==> src/rtl/spi_vm_pkg.sv <==
package spi_vm_pkg;
   typedef enum logic [1:0] {
      ADR_CTRL = 2'd0,
      ADR_DATA = 2'd1,
      ADR_MODE = 2'd2,
      ADR_NONE = 2'd3
   } spi_vm_addr_e;

   // control/status bit positions
   localparam int unsigned CB_DIR  = 0;
   localparam int unsigned CB_GO   = 1;
   localparam int unsigned CB_IRQ  = 2;
   localparam int unsigned CB_BUSY = 3;
endpackage

==> src/rtl/spi_vm_clkgen.sv <==
module spi_vm_clkgen #(
   parameter int BAUD_W   = 2,
   parameter int DIV_BASE = 4
) (
   input  logic              clk,
   input  logic              rst_n,
   input  logic              run,
   input  logic [BAUD_W-1:0] baud,
   output logic              sck,
   output logic              rise,
   output logic              fall
);
   localparam int NRATES   = 1 << BAUD_W;
   localparam int HALF_MAX = (DIV_BASE / 2) << (NRATES - 1);
   localparam int CNT_W    = $clog2(HALF_MAX) + 1;

   generate
      if (DIV_BASE < 2 || (DIV_BASE % 2) != 0) begin : g_bad_div
         $error("spi_vm_clkgen: DIV_BASE must be even and at least 2");
      end
   endgenerate

   logic [CNT_W-1:0] lim_tab [NRATES];
   logic [CNT_W-1:0] cnt_q;
   logic             tick;

   for (genvar g = 0; g < NRATES; g++) begin : g_rate
      assign lim_tab[g] = CNT_W'(((DIV_BASE / 2) << g) - 1);
   end

   assign tick = run && (cnt_q == lim_tab[baud]);
   assign rise = tick && !sck;
   assign fall = tick && sck;

   always_ff @(posedge clk or negedge rst_n) begin
      if (!rst_n) begin
         cnt_q <= '0;
         sck   <= 1'b0;
      end else if (!run) begin
         cnt_q <= '0;
         sck   <= 1'b0;
      end else if (tick) begin
         cnt_q <= '0;
         sck   <= !sck;
      end else begin
         cnt_q <= cnt_q + 1'b1;
      end
   end
endmodule

==> src/rtl/spi_vm_shifter.sv <==
module spi_vm_shifter #(
   parameter int W = 8
) (
   input  logic         clk,
   input  logic         rst_n,
   input  logic         load,
   input  logic [W-1:0] load_val,
   input  logic         dir_rd,
   input  logic         rise,
   input  logic         fall,
   input  logic         miso,
   input  logic         rb,
   input  logic         clr_fail,
   output logic         tx_bit,
   output logic [W-1:0] rx_word,
   output logic         done,
   output logic         fail
);
   localparam int BC_W = $clog2(W);

   generate
      if (W < 2) begin : g_bad_w
         $error("spi_vm_shifter: W must be at least 2");
      end
   endgenerate

   logic [W-1:0]    sh_q;
   logic            smp_q;
   logic [BC_W-1:0] bit_q;

   assign tx_bit  = sh_q[W-1];
   assign rx_word = {sh_q[W-2:0], smp_q};
   assign done    = fall && (bit_q == BC_W'(W - 1));

   always_ff @(posedge clk or negedge rst_n) begin
      if (!rst_n) begin
         sh_q  <= '0;
         smp_q <= 1'b0;
         bit_q <= '0;
         fail  <= 1'b0;
      end else begin
         if (load) begin
            sh_q  <= load_val;
            bit_q <= '0;
         end else if (fall) begin
            sh_q  <= {sh_q[W-2:0], smp_q};
            bit_q <= bit_q + 1'b1;
         end
         if (rise) smp_q <= miso;
         if (clr_fail) fail <= 1'b0;
         if (rise && !dir_rd && (rb != sh_q[W-1])) fail <= 1'b1;
      end
   end
endmodule

==> src/rtl/spi_verify_master.sv <==
module spi_verify_master
   import spi_vm_pkg::*;
#(
   parameter int DATA_W   = 8,
   parameter int BAUD_W   = 2,
   parameter int DIV_BASE = 4
) (
   input  logic              clk,
   input  logic              rst_n,
   input  logic [1:0]        reg_addr,
   input  logic              wr_en,
   input  logic [DATA_W-1:0] wr_data,
   output logic [DATA_W-1:0] rd_data,
   output logic              irq,
   output logic              sck,
   output logic              mosi,
   input  logic              miso,
   input  logic              mosi_rb
);
   generate
      if (DATA_W < 4 || DATA_W < BAUD_W + 2) begin : g_bad_width
         $error("spi_verify_master: DATA_W too narrow for register fields");
      end
   endgenerate

   logic              busy_q, irq_q, dir_q;
   logic [DATA_W-1:0] data_q;
   logic [BAUD_W-1:0] baud_q;
   logic [1:0]        psel_q;
   logic              wr_ctrl, wr_dat, wr_mode;
   logic              enabled, start, clr_fail;
   logic              rise, fall, done, fail_w, tx_bit;
   logic [DATA_W-1:0] rx_word;

   assign wr_ctrl  = wr_en && (reg_addr == ADR_CTRL);
   assign wr_dat   = wr_en && (reg_addr == ADR_DATA);
   assign wr_mode  = wr_en && (reg_addr == ADR_MODE);
   assign enabled  = psel_q[1];
   assign start    = wr_ctrl && wr_data[CB_GO] && enabled && !busy_q && !irq_q;
   assign clr_fail = wr_ctrl && !wr_data[CB_GO];

   spi_vm_clkgen #(.BAUD_W(BAUD_W), .DIV_BASE(DIV_BASE)) u_clk (
      .clk(clk), .rst_n(rst_n), .run(busy_q), .baud(baud_q),
      .sck(sck), .rise(rise), .fall(fall)
   );

   spi_vm_shifter #(.W(DATA_W)) u_sh (
      .clk(clk), .rst_n(rst_n), .load(start), .load_val(data_q),
      .dir_rd(dir_q), .rise(rise), .fall(fall), .miso(miso), .rb(mosi_rb),
      .clr_fail(clr_fail), .tx_bit(tx_bit), .rx_word(rx_word),
      .done(done), .fail(fail_w)
   );

   always_ff @(posedge clk or negedge rst_n) begin
      if (!rst_n) begin
         busy_q <= 1'b0;
         irq_q  <= 1'b0;
         dir_q  <= 1'b0;
         data_q <= '0;
         baud_q <= '0;
         psel_q <= '0;
      end else begin
         if (wr_mode) begin
            baud_q <= wr_data[BAUD_W-1:0];
            psel_q <= wr_data[BAUD_W+1:BAUD_W];
         end
         if (wr_ctrl) begin
            if (!busy_q) dir_q <= wr_data[CB_DIR];
            if (!wr_data[CB_IRQ]) irq_q <= 1'b0;
         end
         if (wr_dat && !busy_q && !irq_q) data_q <= wr_data;
         if (start) busy_q <= 1'b1;
         if (done) begin
            busy_q <= 1'b0;
            irq_q  <= 1'b1;
            if (dir_q) data_q <= rx_word;
         end
      end
   end

   assign irq  = irq_q;
   assign mosi = (busy_q && !dir_q) ? tx_bit : 1'b1;

   always_comb begin
      rd_data = '0;
      case (reg_addr)
         ADR_CTRL: begin
            rd_data[CB_DIR]  = dir_q;
            rd_data[CB_GO]   = fail_w;
            rd_data[CB_IRQ]  = irq_q;
            rd_data[CB_BUSY] = busy_q;
         end
         ADR_DATA: rd_data = data_q;
         ADR_MODE: rd_data[BAUD_W+1:0] = {psel_q, baud_q};
         default:  rd_data = '0;
      endcase
   end
endmodule

==> config.mk <==
export PLATFORM = sky130hd
export DESIGN_NAME = spi_verify_master
export DESIGN_NICKNAME = d
export VERILOG_FILES = /design/src/rtl/spi_vm_pkg.sv /design/src/rtl/spi_vm_clkgen.sv /design/src/rtl/spi_vm_shifter.sv /design/src/rtl/spi_verify_master.sv
export SDC_FILE = /design/constraint.sdc
export NUM_CORES = 1
export LEC_CHECK = 0
export BUFFER_PORTS_ARGS = -buffer_cell sky130_fd_sc_hd__buf_2
export CAP_MARGIN = 20
export CORE_MARGIN = 2
export CORE_UTILIZATION = 25
export DETAILED_ROUTE_END_ITERATION = 10
export PLACE_DENSITY = 0.46
export SETUP_SLACK_MARGIN = 0.2
export SLEW_MARGIN = 20
export SYNTH_ARGS = -nofsm -noshare
export SYNTH_HDL_FRONTEND = slang
export SYNTH_SLANG_ARGS = --single-unit
==> constraint.sdc <==
create_clock -name clk -period 1.9 [get_ports clk]
set_input_delay 0.38 -clock clk [delete_from_list [all_inputs] [get_ports clk]]
set_output_delay 0.38 -clock clk [all_outputs]
set_load 0.02 [all_outputs]
==> results of run 1 <==
-- final cells by class --
class | instances | area share (%)
timing repair buffer | 42 | 13.1
multi-input combinational | 111 | 38.9
sequential | 34 | 37.2
tap | 96 | 5.22
inverter | 5 | 0.815
clock buffer | 8 | 4.78
-- worst max-delay path, cell delays in order (launching register included) --
cell       delay [ps]
dfrtp_2           440
a2111oi_4         430
o2111ai_4         180
nor3_4            190
buf_12            150
mux2_2            320
-- cells in the mapped netlist, drive strengths merged --
| cell type | instances |
|---|---|
| dfrtp | 34 |
| mux2 | 22 |
| nand2 | 14 |
| o21ai | 13 |
| a21o | 7 |
| a22o | 7 |
| nand3 | 7 |
| nor2 | 7 |
| and2 | 5 |
| inv | 5 |
| mux2i | 4 |
| xnor2 | 4 |
| ha | 3 |
| nor2b | 3 |
| a21oi | 2 |
| buf | 2 |
| clkbuf | 2 |
| o21a | 2 |
| a2111oi | 1 |
| a31o | 1 |
| and3 | 1 |
| nand4b | 1 |
| nor3 | 1 |
| nor3b | 1 |
| o2111ai | 1 |
| o311ai | 1 |
| or2 | 1 |
| or3b | 1 |
| xor2 | 1 |
-- stage by stage --
| step | total power (uW) | hold WS (ps) | instances | instance area [um^2] |
|---|---|---|---|---|
| 2_1_floorplan | 1940 | 84.4 | 154 | 1780 |
| 3_3_place_gp | 2250 | 456 | 279 | 2080 |
| 3_5_place_dp | 2250 | 445 | 279 | 2080 |
| 4_1_cts | 2920 | 138 | 289 | 2220 |
| 5_1_grt | 3180 | 155 | 296 | 2300 |
| 6_report | 2950 | 108 | 296 | 2300 |
-- report_power, final --
| part | internal [uW] | leakage, uW | switching, uW | total (uW) |
|---|---|---|---|---|
| Clock | 366 | 0.0000575 | 266 | 633 |
| Sequential | 1010 | 0.000429 | 278 | 1280 |
| Combinational | 555 | 0.000607 | 480 | 1030 |
-- registers in the layout, indices dropped and copies added, names as in the netlist --
| signal | count |
|---|---|
| baud_q | 2 |
| busy_q | 1 |
| data_q | 8 |
| dir_q | 1 |
| irq | 1 |
| psel_q | 2 |
| u_clk.cnt_q | 5 |
| u_clk.sck | 1 |
| u_sh.bit_q | 3 |
| u_sh.fail | 1 |
| u_sh.sh_q | 8 |
| u_sh.smp_q | 1 |
-- kinds of logic (layout without fill, tap and decap cells) --
kind of cell	Yosys count	in the layout	share of synthesized area (%)
multiplexers	26	26	16.4
XOR/XNOR	5	5	2.49
buffers and inverters	9	55	2.06
AND/OR/NAND/NOR	42	42	12.9
adder cells (fa/ha/maj)	3	3	2.14
flip-flops	34	34	48.4
AO/OA/AOI/OAI	35	35	15.7
-- routing by layer --
| metal | global-route usage, % | routed length, um | vias up |
|---|---|---|---|
| li1 | - | - | 640 |
| met1 | 16.1 | 2050 | 632 |
| met2 | 18.3 | 1900 | 23 |
| met3 | 3.49 | 184 | 5 |
| met4 | 4.62 | 62 | 0 |
| met5 | 0 | 0 | - |
-- worst min path at each step --
stage | from | endpoint | slack, ps | cells after the start
after global routing | rst_n | u_clk.cnt_q[3] | 150 | 2
after CTS | rst_n | u_clk.cnt_q[3] | 140 | 2
final | rst_n | u_clk.cnt_q[3] | 110 | 2
after global placement | rst_n | u_clk.cnt_q[3] | 460 | 2
after floorplan | rst_n | baud_q[0] | 80 | 0
after detailed placement | rst_n | u_clk.cnt_q[3] | 440 | 2
-- timing repair --
item                                    in CTS  in global routing
hold buffers                                 0                  0
buffers inserted                             2                  7
pin swaps                                    1                  9
endpoints found under the setup margin      11                 23
resized for setup                            3                  9
==> key figures, run 1 <==
Run status
  – Status: finished clean

STA
  – Setup violations, final: 0
  – Setup TNS: 0 ps
  – Max_slew headroom: 70.1%
  – Max Slew Vio Count: 0
  – Post-route worst setup slack: 79.2 ps
  – Tmin final: roughly 1800 ps
  – Unrepaired setup endpoints after global routing: yes
  – Worst slew pin tran: roughly 450 ps
  – Hold Vio Cnt, Final: 0
  – Peak Freq: roughly 0.55 GHz
  – Clock Skew: 3.78 ps
  – Period utilisation layout: 95.8%

Clock network
  – Clock-pin slew on the worst setup and hold paths: around 70 ps
  – Total CTS buffers: 5
  – H-tree Lvls: 2
  – CTS root buf: clkbuf_8
  – CTS tree: built
  – Clock sink total: 34
  – Clock Latency Late Sink: 290 ps
  – CTS Buffer Depth: 2

Global route
  – GRT Util Overall: 12.0%
  – Largest net degree at the start of global routing: 35
  – Global-route wire length before repair: 6900 um
  – Vias in the first global route: 1321
  – Antenna violations before repair: 0
  – Total gr overflow: 0

Final layout
  – Share of cells above drive strength 1: 44.5%
  – Area Overhead vs Synth: 31.0%
  – Filler instances: approximately 720
  – # diodes: 0
  – Final nets: 217
  – Most frequent cells in the layout: 30 x dfrtp_1, 25 x buf_2, 21 x mux2_2
  – Post-layout util: 33.9%
  – Commonest non-fill, non-tap cell in the layout: dfrtp_1
  – Register Area: 856 um^2
  – Multi-input gate area: 896 um^2

Synthesis
  – Syn. warnings: 0
  – Post-synthesis register bit count: 34
  – Post-Syn Area per Cell: 11.4 um^2
  – Distinct cells, synth: 31
  – Area contributors post-synth: dfrtp_1 48%, mux2_2 14%, o21ai_0 3.7%
  – Yosys top cell area share: 48.4%
  – Synth Instances: roughly 150
  – Seq/Total Area, Yosys: 48.4%
  – Syn nets: between 150 and 200
  – Leading area contributor after synthesis: dfrtp_1
  – Cell Area, Synth: approximately 1800 um^2

Floorplan
  – Die width: 87.9 um
  – Die area: 7720 um^2
  – Core footprint: 6790 um^2
  – I/O pin cnt: 26
  – Die outline height: 87.9 um
  – # rows: 30
  – Starting Density: 25.9%

Placed design
  – GPL Wtd Cong: 0.693
  – Dpl hpwl: just under 3000 um
  – Port Buffers: 25
  – Pre-CTS setup slack: -7.41 ps

Worst hold path
  – HP Class: in -> async

Route
  – 1st-pass router iterations: 4
  – Detailed-route via count: 1300
  – WL final: 4200 um
  – Drt wl/cell: 14.2 um
  – Avg Vias per Cell: 4.39
  – 1st-iter DRT viols: approximately 40
  – Drc violations: 0
  – Routed Antenna Nets: 0

Pwr
  – P_leak: 0.00109 uW
  – Peak VDD IR: 353 uV
  – PwrDens: 1280 nW/um^2

Worst setup path
  – Critical Path RT: between 2000 and 2500 ps
  – CP Launch Type: flop
  – Worst R2R Setup Slack: between 70 and 80 ps
  – CP Capture Type: flop
  – R2R cell count: 5
  – CP Capture Point: data_q[1]
  – Crit path kind: reg -> reg
  – RR Startpoint: u_clk.cnt_q[1]
  – Crit-path max FO: 8
  – Worst R2R End: data_q[1]
  – WP data arrival: 1990 ps
  – Crit path launch: u_clk.cnt_q[1]

Job
  – Max-cap check violation count: 0
Power figures use the tool's default switching activity.
==> run 2: changes to the inputs <==
--- a/config.mk
+++ b/config.mk
@@ -10,9 +10,9 @@
 export CORE_MARGIN = 2
 export CORE_UTILIZATION = 25
 export DETAILED_ROUTE_END_ITERATION = 10
-export PLACE_DENSITY = 0.46
+export PLACE_DENSITY = 0.44
 export SETUP_SLACK_MARGIN = 0.2
-export SLEW_MARGIN = 20
+export SLEW_MARGIN = 10
 export SYNTH_ARGS = -nofsm -noshare
 export SYNTH_HDL_FRONTEND = slang
 export SYNTH_SLANG_ARGS = --single-unit
==> constraint.sdc (replaced) <==
create_clock -name clk -period 2.1 [get_ports clk]
set_input_delay 0.42 -clock clk [delete_from_list [all_inputs] [get_ports clk]]
set_output_delay 0.42 -clock clk [all_outputs]
set_load 0.02 [all_outputs]
==> run 2 against run 1 <==
Compared with the run above:
- first-iteration DRC count is 39% higher
- sequential cell count stayed put
- sequential share of layout area is 2.1 points higher
- utilization is 1.9 points lower
- sequential power is 10% lower
- clock skew is 1.8 ps higher
- critical endpoint is now data_q[2]
==> key figures, run 2 (same netlist as run 1, synthesis figures left out) <==
Placed design
  – Pre-CTS setup slack: 165 ps (was -7.41 ps)
  – Dpl hpwl: 3040 um (was 2950 um)
  – GPL Wtd Cong: 0.700 (was 0.693)
  – Port Buffers: 25 (unchanged)

Final layout
  – Register Area: 853 um^2 (was 856 um^2)
  – Share of cells above drive strength 1: 40.4% (was 44.5%)
  – # diodes: 0 (unchanged)
  – Final nets: 211 (was 217)
  – Filler instances: 697 (was 717)
  – Commonest non-fill, non-tap cell in the layout: dfrtp_1 (unchanged)
  – Multi-input gate area: 880 um^2 (was 896 um^2)
  – Most frequent cells in the layout: 32 x dfrtp_1, 25 x buf_2, 22 x mux2_2 (was 30 x dfrtp_1, 25 x buf_2, 21 x mux2_2)
  – Area Overhead vs Synth: 23.5% (was 31.0%)
  – Largest regs: data_q (8), u_sh.sh_q (8), u_clk.cnt_q (5) (unchanged)

STA
  – Setup violations, final: 0 (unchanged)
  – Unrepaired setup endpoints after global routing: yes (unchanged)
  – Peak Freq: 0.541 GHz (was 0.549 GHz)
  – Clock Skew: 5.62 ps (was 3.78 ps)
  – Max Slew Vio Count: 0 (unchanged)
  – Hold Vio Cnt, Final: 0 (unchanged)
  – Hold_ws: 96.7 ps (was 108 ps)
  – Setup TNS: 0 ps (unchanged)
  – Worst slew pin tran: 583 ps (was 449 ps)
  – Max_slew headroom: 61.0% (was 70.1%)
  – Post-route worst setup slack: 252 ps (was 79.2 ps)
  – Period utilisation layout: 88.0% (was 95.8%)
  – Tmin final: 1850 ps (was 1820 ps)

Clock network
  – CTS Buffer Depth: 2 (unchanged)
  – CTS root buf: clkbuf_8 (unchanged)
  – Total CTS buffers: 5 (unchanged)
  – CTS tree: built (unchanged)
  – Clock sink total: 34 (unchanged)
  – Clock-pin slew on the worst setup and hold paths: 70 ps (about the same)
  – Hold_buf cts: 0 (unchanged)
  – Clock Latency Late Sink: 280 ps (was 290 ps)
  – H-tree Lvls: 2 (unchanged)

Route
  – 1st-pass router iterations: 4 (unchanged)
  – DR WL met2: 1770 um (was 1900 um)
  – Detailed-route via count: 1247 (was 1300)
  – WL final: 4010 um (was 4200 um)
  – Met3 routed WL: 167 um (was 184 um)
  – Routed Antenna Nets: 0 (unchanged)
  – Drt wl/cell: 13.9 um (was 14.2 um)
  – Wl on met1: 2050 um (about the same)
  – Avg Vias per Cell: 4.31 (was 4.39)
  – 1st-iter DRT viols: 57 (was 41)
  – Top Layer Used: met4 (unchanged)
  – Drc violations: 0 (unchanged)

Job
  – Max-cap check violation count: 0 (unchanged)

Global route
  – Vias in the first global route: 1342 (was 1321)
  – GRT Util Overall: 11.8% (was 12.0%)
  – Total gr overflow: 0 (unchanged)
  – Largest net degree at the start of global routing: 22 (was 35)
  – Global-route wire length before repair: 6910 um (was 6900 um)
  – Antenna violations before repair: 0 (unchanged)

Floorplan
  – Starting Density: 25.9% (unchanged)
  – # rows: 30 (unchanged)
  – Die width: 87.9 um (unchanged)
  – I/O pin cnt: 26 (unchanged)
  – Die area: 7720 um^2 (unchanged)
  – Die outline height: 87.9 um (unchanged)
  – Core footprint: 6790 um^2 (unchanged)

Worst setup path
  – Critical Path RT: 2270 ps (was 2070 ps)
  – Crit-path cells: a2111oi_4 -> o2111ai_4 -> nor3_4 -> buf_12 -> mux2_2 (unchanged)
  – Slowest stage cell, crit path: dfrtp_2 (unchanged)
  – CP peak stage delay: 450 ps (was 440 ps)
  – CP Capture Type: flop (unchanged)
  – CP Launch Type: flop (unchanged)
  – Crit path kind: reg -> reg (unchanged)
  – WP data arrival: 2010 ps (was 1990 ps)
  – R2R cell count: 5 (unchanged)
  – Crit-path max FO: 8 (unchanged)

Pwr
  – Peak VDD IR: 383 uV (was 353 uV)
  – P_leak: 0.00103 uW (was 0.00109 uW)
  – PwrDens: 1150 nW/um^2 (was 1280 nW/um^2)

Worst hold path
  – HP Class: in -> async (unchanged)

Run status
  – Status: finished clean (unchanged)
run 2: changes by cell type in the layout (fill, tap and decap cells not counted), moves of 2 or more:
cell      previous run  this run
buf_12               3         1
clkinv_2             0         2
buf_6                3         0
dfrtp_1             30        32
dfrtp_2              4         2
clkbuf_8             8         5
run 2: metrics by stage:
stage	instances	util (%)	cell area, um^2	total power [uW]
4_1_cts	287	31.7	2150	2510
3_3_place_gp	280	30.4	2070	2030
6_report	289	32.0	2170	2490
2_1_floorplan	154	-	1760	1750
5_1_grt	289	32.0	2170	2700
3_5_place_dp	280	30.4	2070	2030
run 2: final cells by class:
class	instances	area share, %
clock buffer	5	3.17
tap	96	5.53
inverter	5	0.865
sequential	34	39.3
clock inverter	2	0.461
multi-input combinational	111	40.5
timing repair buffer	36	10.1
run 2: worst paths after layout:
kind	endpoint	startpoint	slack [ps]
worst max register to register	data_q[2]	u_clk.cnt_q[1]	250
worst min-delay path	u_clk.cnt_q[2]	rst_n	100
max in group asynchronous	busy_q	rst_n	1500
min in group clk	psel_q[1]	wr_data[3]	390
worst max-delay path	data_q[2]	u_clk.cnt_q[1]	250
worst min register to register	u_sh.sh_q[2]	u_sh.sh_q[2]	500
run 2: critical path, delay by kind of cell (launching register included):
| family | cells | cell delay [ps] |
|---|---|---|
| flops | 1 | 450 |
| compound gates | 2 | 630 |
| buf+inv | 1 | 150 |
| simple gates | 1 | 180 |
| mux | 1 | 320 |
run 2: repair_timing:
item	CTS	global route
setup buffers	0	2
pin swaps	2	0
hold endpoints to repair	0	0
setup endpoints to repair	9	9
resized for setup	2	2
run 2: power by group:
part,internal [uW],leakage (uW),switching [uW]
Combinational,466,0.000559,423
Sequential,908,0.000431,241
Clock,222,0.0000438,233
run 2: routing by layer:
| layer | track usage, % | up-vias |
|---|---|---|
| li1 | - | 626 |
| met1 | 16.7 | 585 |
| met2 | 17.4 | 31 |
| met3 | 4.15 | 5 |
| met4 | 2.80 | 0 |
| met5 | 0 | - |
==> run 3: changes to the inputs <==
--- a/config.mk
+++ b/config.mk
@@ -5,6 +5,7 @@
 export SDC_FILE = /design/constraint.sdc
 export NUM_CORES = 1
 export LEC_CHECK = 0
+export ABC_AREA = 1
 export BUFFER_PORTS_ARGS = -buffer_cell sky130_fd_sc_hd__buf_2
 export CAP_MARGIN = 20
 export CORE_MARGIN = 2
==> run 3 against run 2 <==
Compared with the run above:
- combinational power is 7.8% higher
- die area is 12% higher
- register-to-register slack better by 290 ps
- sequential cell count stayed put
- cell count is 44% higher
- worst hold slack better by 58 ps
- critical path type is now reg -> out
==> key figures, run 3 <==
Synthesis
  – Leading area contributor after synthesis: dfrtp_1 (unchanged)
  – Syn nets: 294 (was 172)
  – Distinct cells, synth: 27 (was 31)
  – Commonest cells post-synth: 120 x nand2_1, 36 x nand3_1, 34 x dfrtp_1 (was 34 x dfrtp_1, 22 x mux2_2, 14 x nand2_1)
  – Yosys top cell area share: 43.1% (was 48.4%)
  – Ys async rst share: 100% (unchanged)
  – Number of flops mapped to enable cells by yosys: 0 (unchanged)
  – Count leader, synth: nand2_1 (was dfrtp_1)
  – Cell Area, Synth: 1970 um^2 (was 1760 um^2)
  – Post-synthesis register bit count: 34 (unchanged)
  – Post-Syn Area per Cell: 7.14 um^2 (was 11.4 um^2)
  – Synth Flop Type: dfrtp_1 (unchanged)
  – Area contributors post-synth: dfrtp_1 43%, nand2_1 23%, nand3_1 9.1% (was dfrtp_1 48%, mux2_2 14%, o21ai_0 3.7%)
  – Syn. warnings: 0 (unchanged)
  – Synth Instances: 276 (was 154)
  – Seq/Total Area, Yosys: 43.1% (was 48.4%)

STA
  – Max_slew headroom: 68.9% (was 61.0%)
  – Unrepaired setup endpoints after global routing: no (was yes)
  – Max Slew Vio Count: 0 (unchanged)
  – Setup violations, final: 0 (unchanged)
  – Setup TNS: 0 ps (unchanged)
  – Peak Freq: 0.569 GHz (was 0.541 GHz)
  – Clock Skew: 6.31 ps (was 5.62 ps)
  – Hold Vio Cnt, Final: 0 (unchanged)
  – Period utilisation layout: 83.7% (was 88.0%)
  – Tmin final: 1760 ps (was 1850 ps)
  – Worst slew pin tran: 466 ps (was 583 ps)

Worst setup path
  – RR Startpoint: busy_q (was u_clk.cnt_q[1])
  – CP Launch Type: flop (unchanged)
  – Crit-path max FO: 7 (was 8)
  – Crit path kind: reg -> out (was reg -> reg)
  – WP data arrival: 1340 ps (was 2010 ps)
  – R2R cell count: 7 (was 5)
  – Worst R2R End: u_sh.sh_q[4] (was data_q[2])
  – Worst R2R Setup Slack: 540 ps (was 250 ps)
  – CP Capture Type: output port (was flop)
  – Critical Path RT: 1680 ps (was 2270 ps)

Clock network
  – Hold_buf cts: 0 (unchanged)
  – CTS Buffer Depth: 2 (unchanged)
  – H-tree Lvls: 2 (unchanged)
  – CTS root buf: clkbuf_8 (unchanged)
  – Total CTS buffers: 5 (unchanged)
  – Clock sink total: 34 (unchanged)
  – Clock-pin slew on the worst setup and hold paths: 70 ps (about the same)
  – Clock Latency Late Sink: 290 ps (was 280 ps)
  – CTS tree: built (unchanged)

Floorplan
  – I/O pin cnt: 26 (unchanged)
  – Starting Density: 25.7% (was 25.9%)
  – Die area: 8610 um^2 (was 7720 um^2)
  – Die width: 92.8 um (was 87.9 um)
  – Core footprint: 7690 um^2 (was 6790 um^2)
  – # rows: 32 (was 30)
  – Die outline height: 92.8 um (was 87.9 um)

Route
  – Drc violations: 0 (unchanged)
  – WL final: 5530 um (was 4010 um)
  – Detailed-route via count: 1863 (was 1247)
  – Avg Vias per Cell: 4.49 (was 4.31)
  – Drt wl/cell: 13.3 um (was 13.9 um)
  – Routed Antenna Nets: 0 (unchanged)
  – 1st-pass router iterations: 4 (unchanged)
  – 1st-iter DRT viols: 84 (was 57)

Final layout
  – Filler instances: 870 (was 697)
  – Most frequent cells in the layout: 120 x nand2_1, 36 x nand3_1, 33 x dfrtp_1 (was 32 x dfrtp_1, 25 x buf_2, 22 x mux2_2)
  – Register Area: 852 um^2 (was 853 um^2)
  – Commonest non-fill, non-tap cell in the layout: nand2_1 (was dfrtp_1)
  – Multi-input gate area: 995 um^2 (was 880 um^2)
  – Area Overhead vs Synth: 19.5% (was 23.5%)
  – Share of cells above drive strength 1: 18.8% (was 40.4%)
  – Post-Layout Cell Count: 415 (was 289)
  – # diodes: 0 (unchanged)
  – Largest regs: data_q (8), u_sh.sh_q (8), u_clk.cnt_q (5) (unchanged)
  – Final nets: 330 (was 211)

Pwr
  – P_leak: 0.00124 uW (was 0.00103 uW)
  – Clk network pwr share: 20.2% (was 18.3%)
  – Internal Power: 1500 uW (was 1600 uW)
  – Comb power frac: 37.2% (was 35.7%)
  – Reg power frac: 42.6% (was 46.1%)
  – PwrDens: 1090 nW/um^2 (was 1150 nW/um^2)
  – Switching share of power: 41.8% (was 36.0%)
  – Peak VDD IR: 332 uV (was 383 uV)
  – P_sw: 1080 uW (was 896 uW)

Global route
  – Largest net degree at the start of global routing: 35 (was 22)
  – Top Usage Layer GRT: met1 (was met2)
  – GR Util met1: 20.5% (was 16.7%)
  – Global-route wire length before repair: 9430 um (was 6910 um)
  – GRT Util Overall: 14.1% (was 11.8%)
  – Total gr overflow: 0 (unchanged)
  – Antenna violations before repair: 0 (unchanged)
  – GR Util met3: 2.85% (was 4.15%)
  – Met2 Use GR: 20.5% (was 17.4%)
  – Vias in the first global route: 1820 (was 1342)

Placed design
  – Placed Instances: 404 (was 280)
  – Dpl hpwl: 4030 um (was 3040 um)
  – Port Buffers: 25 (unchanged)
  – GPL Wtd Cong: 0.807 (was 0.700)

Job
  – Max-cap check violation count: 0 (unchanged)

Worst hold path
  – HP Class: in -> async (unchanged)

Run status
  – Status: finished clean (unchanged)
## run 3: cell type report
type	count	area share, %
flip-flops and latches	34	36.2
repair buffers	35	8.50
well taps	102	5.42
multi-input cells	212	42.2
inverters	24	3.82
clock inverters	1	0.212
clock buffers	7	3.66
## run 3: logic make-up (layout without fill, tap and decap cells)
family                   Yosys count  after routing  share of synthesized area (%)
XOR/XNOR                           3              3                           1.33
AO/OA/AOI/OAI                     17             17                           4.82
multiplexers                       2              2                           1.14
AND/OR/NAND/NOR                  187            187                           41.2
adder cells (fa/ha/maj)            3              3                           1.90
flip-flops                        34             34                           43.1
buffers and inverters             30             67                           6.41
## run 3: critical path, cell delays in order, from the launching register on
cell,delay [ps]
dfrtp_1,490
inv_2,150
o211ai_1,200
buf_2,190
## run 3: repair_timing
item | 4_1_cts | 5_1_grt
buffers inserted | 0 | 3
resized for setup | 1 | 0
setup endpoints to repair | 1 | 1
gates cloned | 0 | 0
## run 3: metal layers
layer | vias up | share of wire (%)
met1 | 875 | 50
li1 | 946 | -
met3 | 8 | 5.0
met5 | - | 0
met4 | 0 | 1.5
met2 | 34 | 43
## run 3: worst max-delay path by stage
stage / startpoint / endpoint / slack, ps
floorplan: reg_addr[1] / rd_data[0] / 600
detailed placement: reg_addr[0] / data_q[4] / 380
finish: busy_q / rd_data[3] / 340
global route: busy_q / rd_data[3] / 240
CTS: dir_q / rd_data[0] / 290
global placement: reg_addr[0] / data_q[7] / 380
## run 3: power groups by stage
stage	registers (uW)	logic (uW)	clock network, uW
floorplan	1040	678	0
global route	1140	1110	565
detailed placement	1120	911	0
global placement	1130	910	0
finish	1100	957	522
CTS	1120	917	536
## run 3: per-stage QoR
stage / total power, uW / utilization [%] / area [um^2] / hold slack [ps] / setup slack [ps]
2_1_floorplan: 1720 / - / 1970 / 124 / 604
3_3_place_gp: 2040 / 29.2 / 2240 / 500 / 375
5_1_grt: 2820 / 30.6 / 2360 / 196 / 242
3_5_place_dp: 2040 / 29.2 / 2240 / 495 / 383
4_1_cts: 2570 / 30.4 / 2330 / 179 / 288
6_report: 2580 / 30.6 / 2360 / 155 / 342
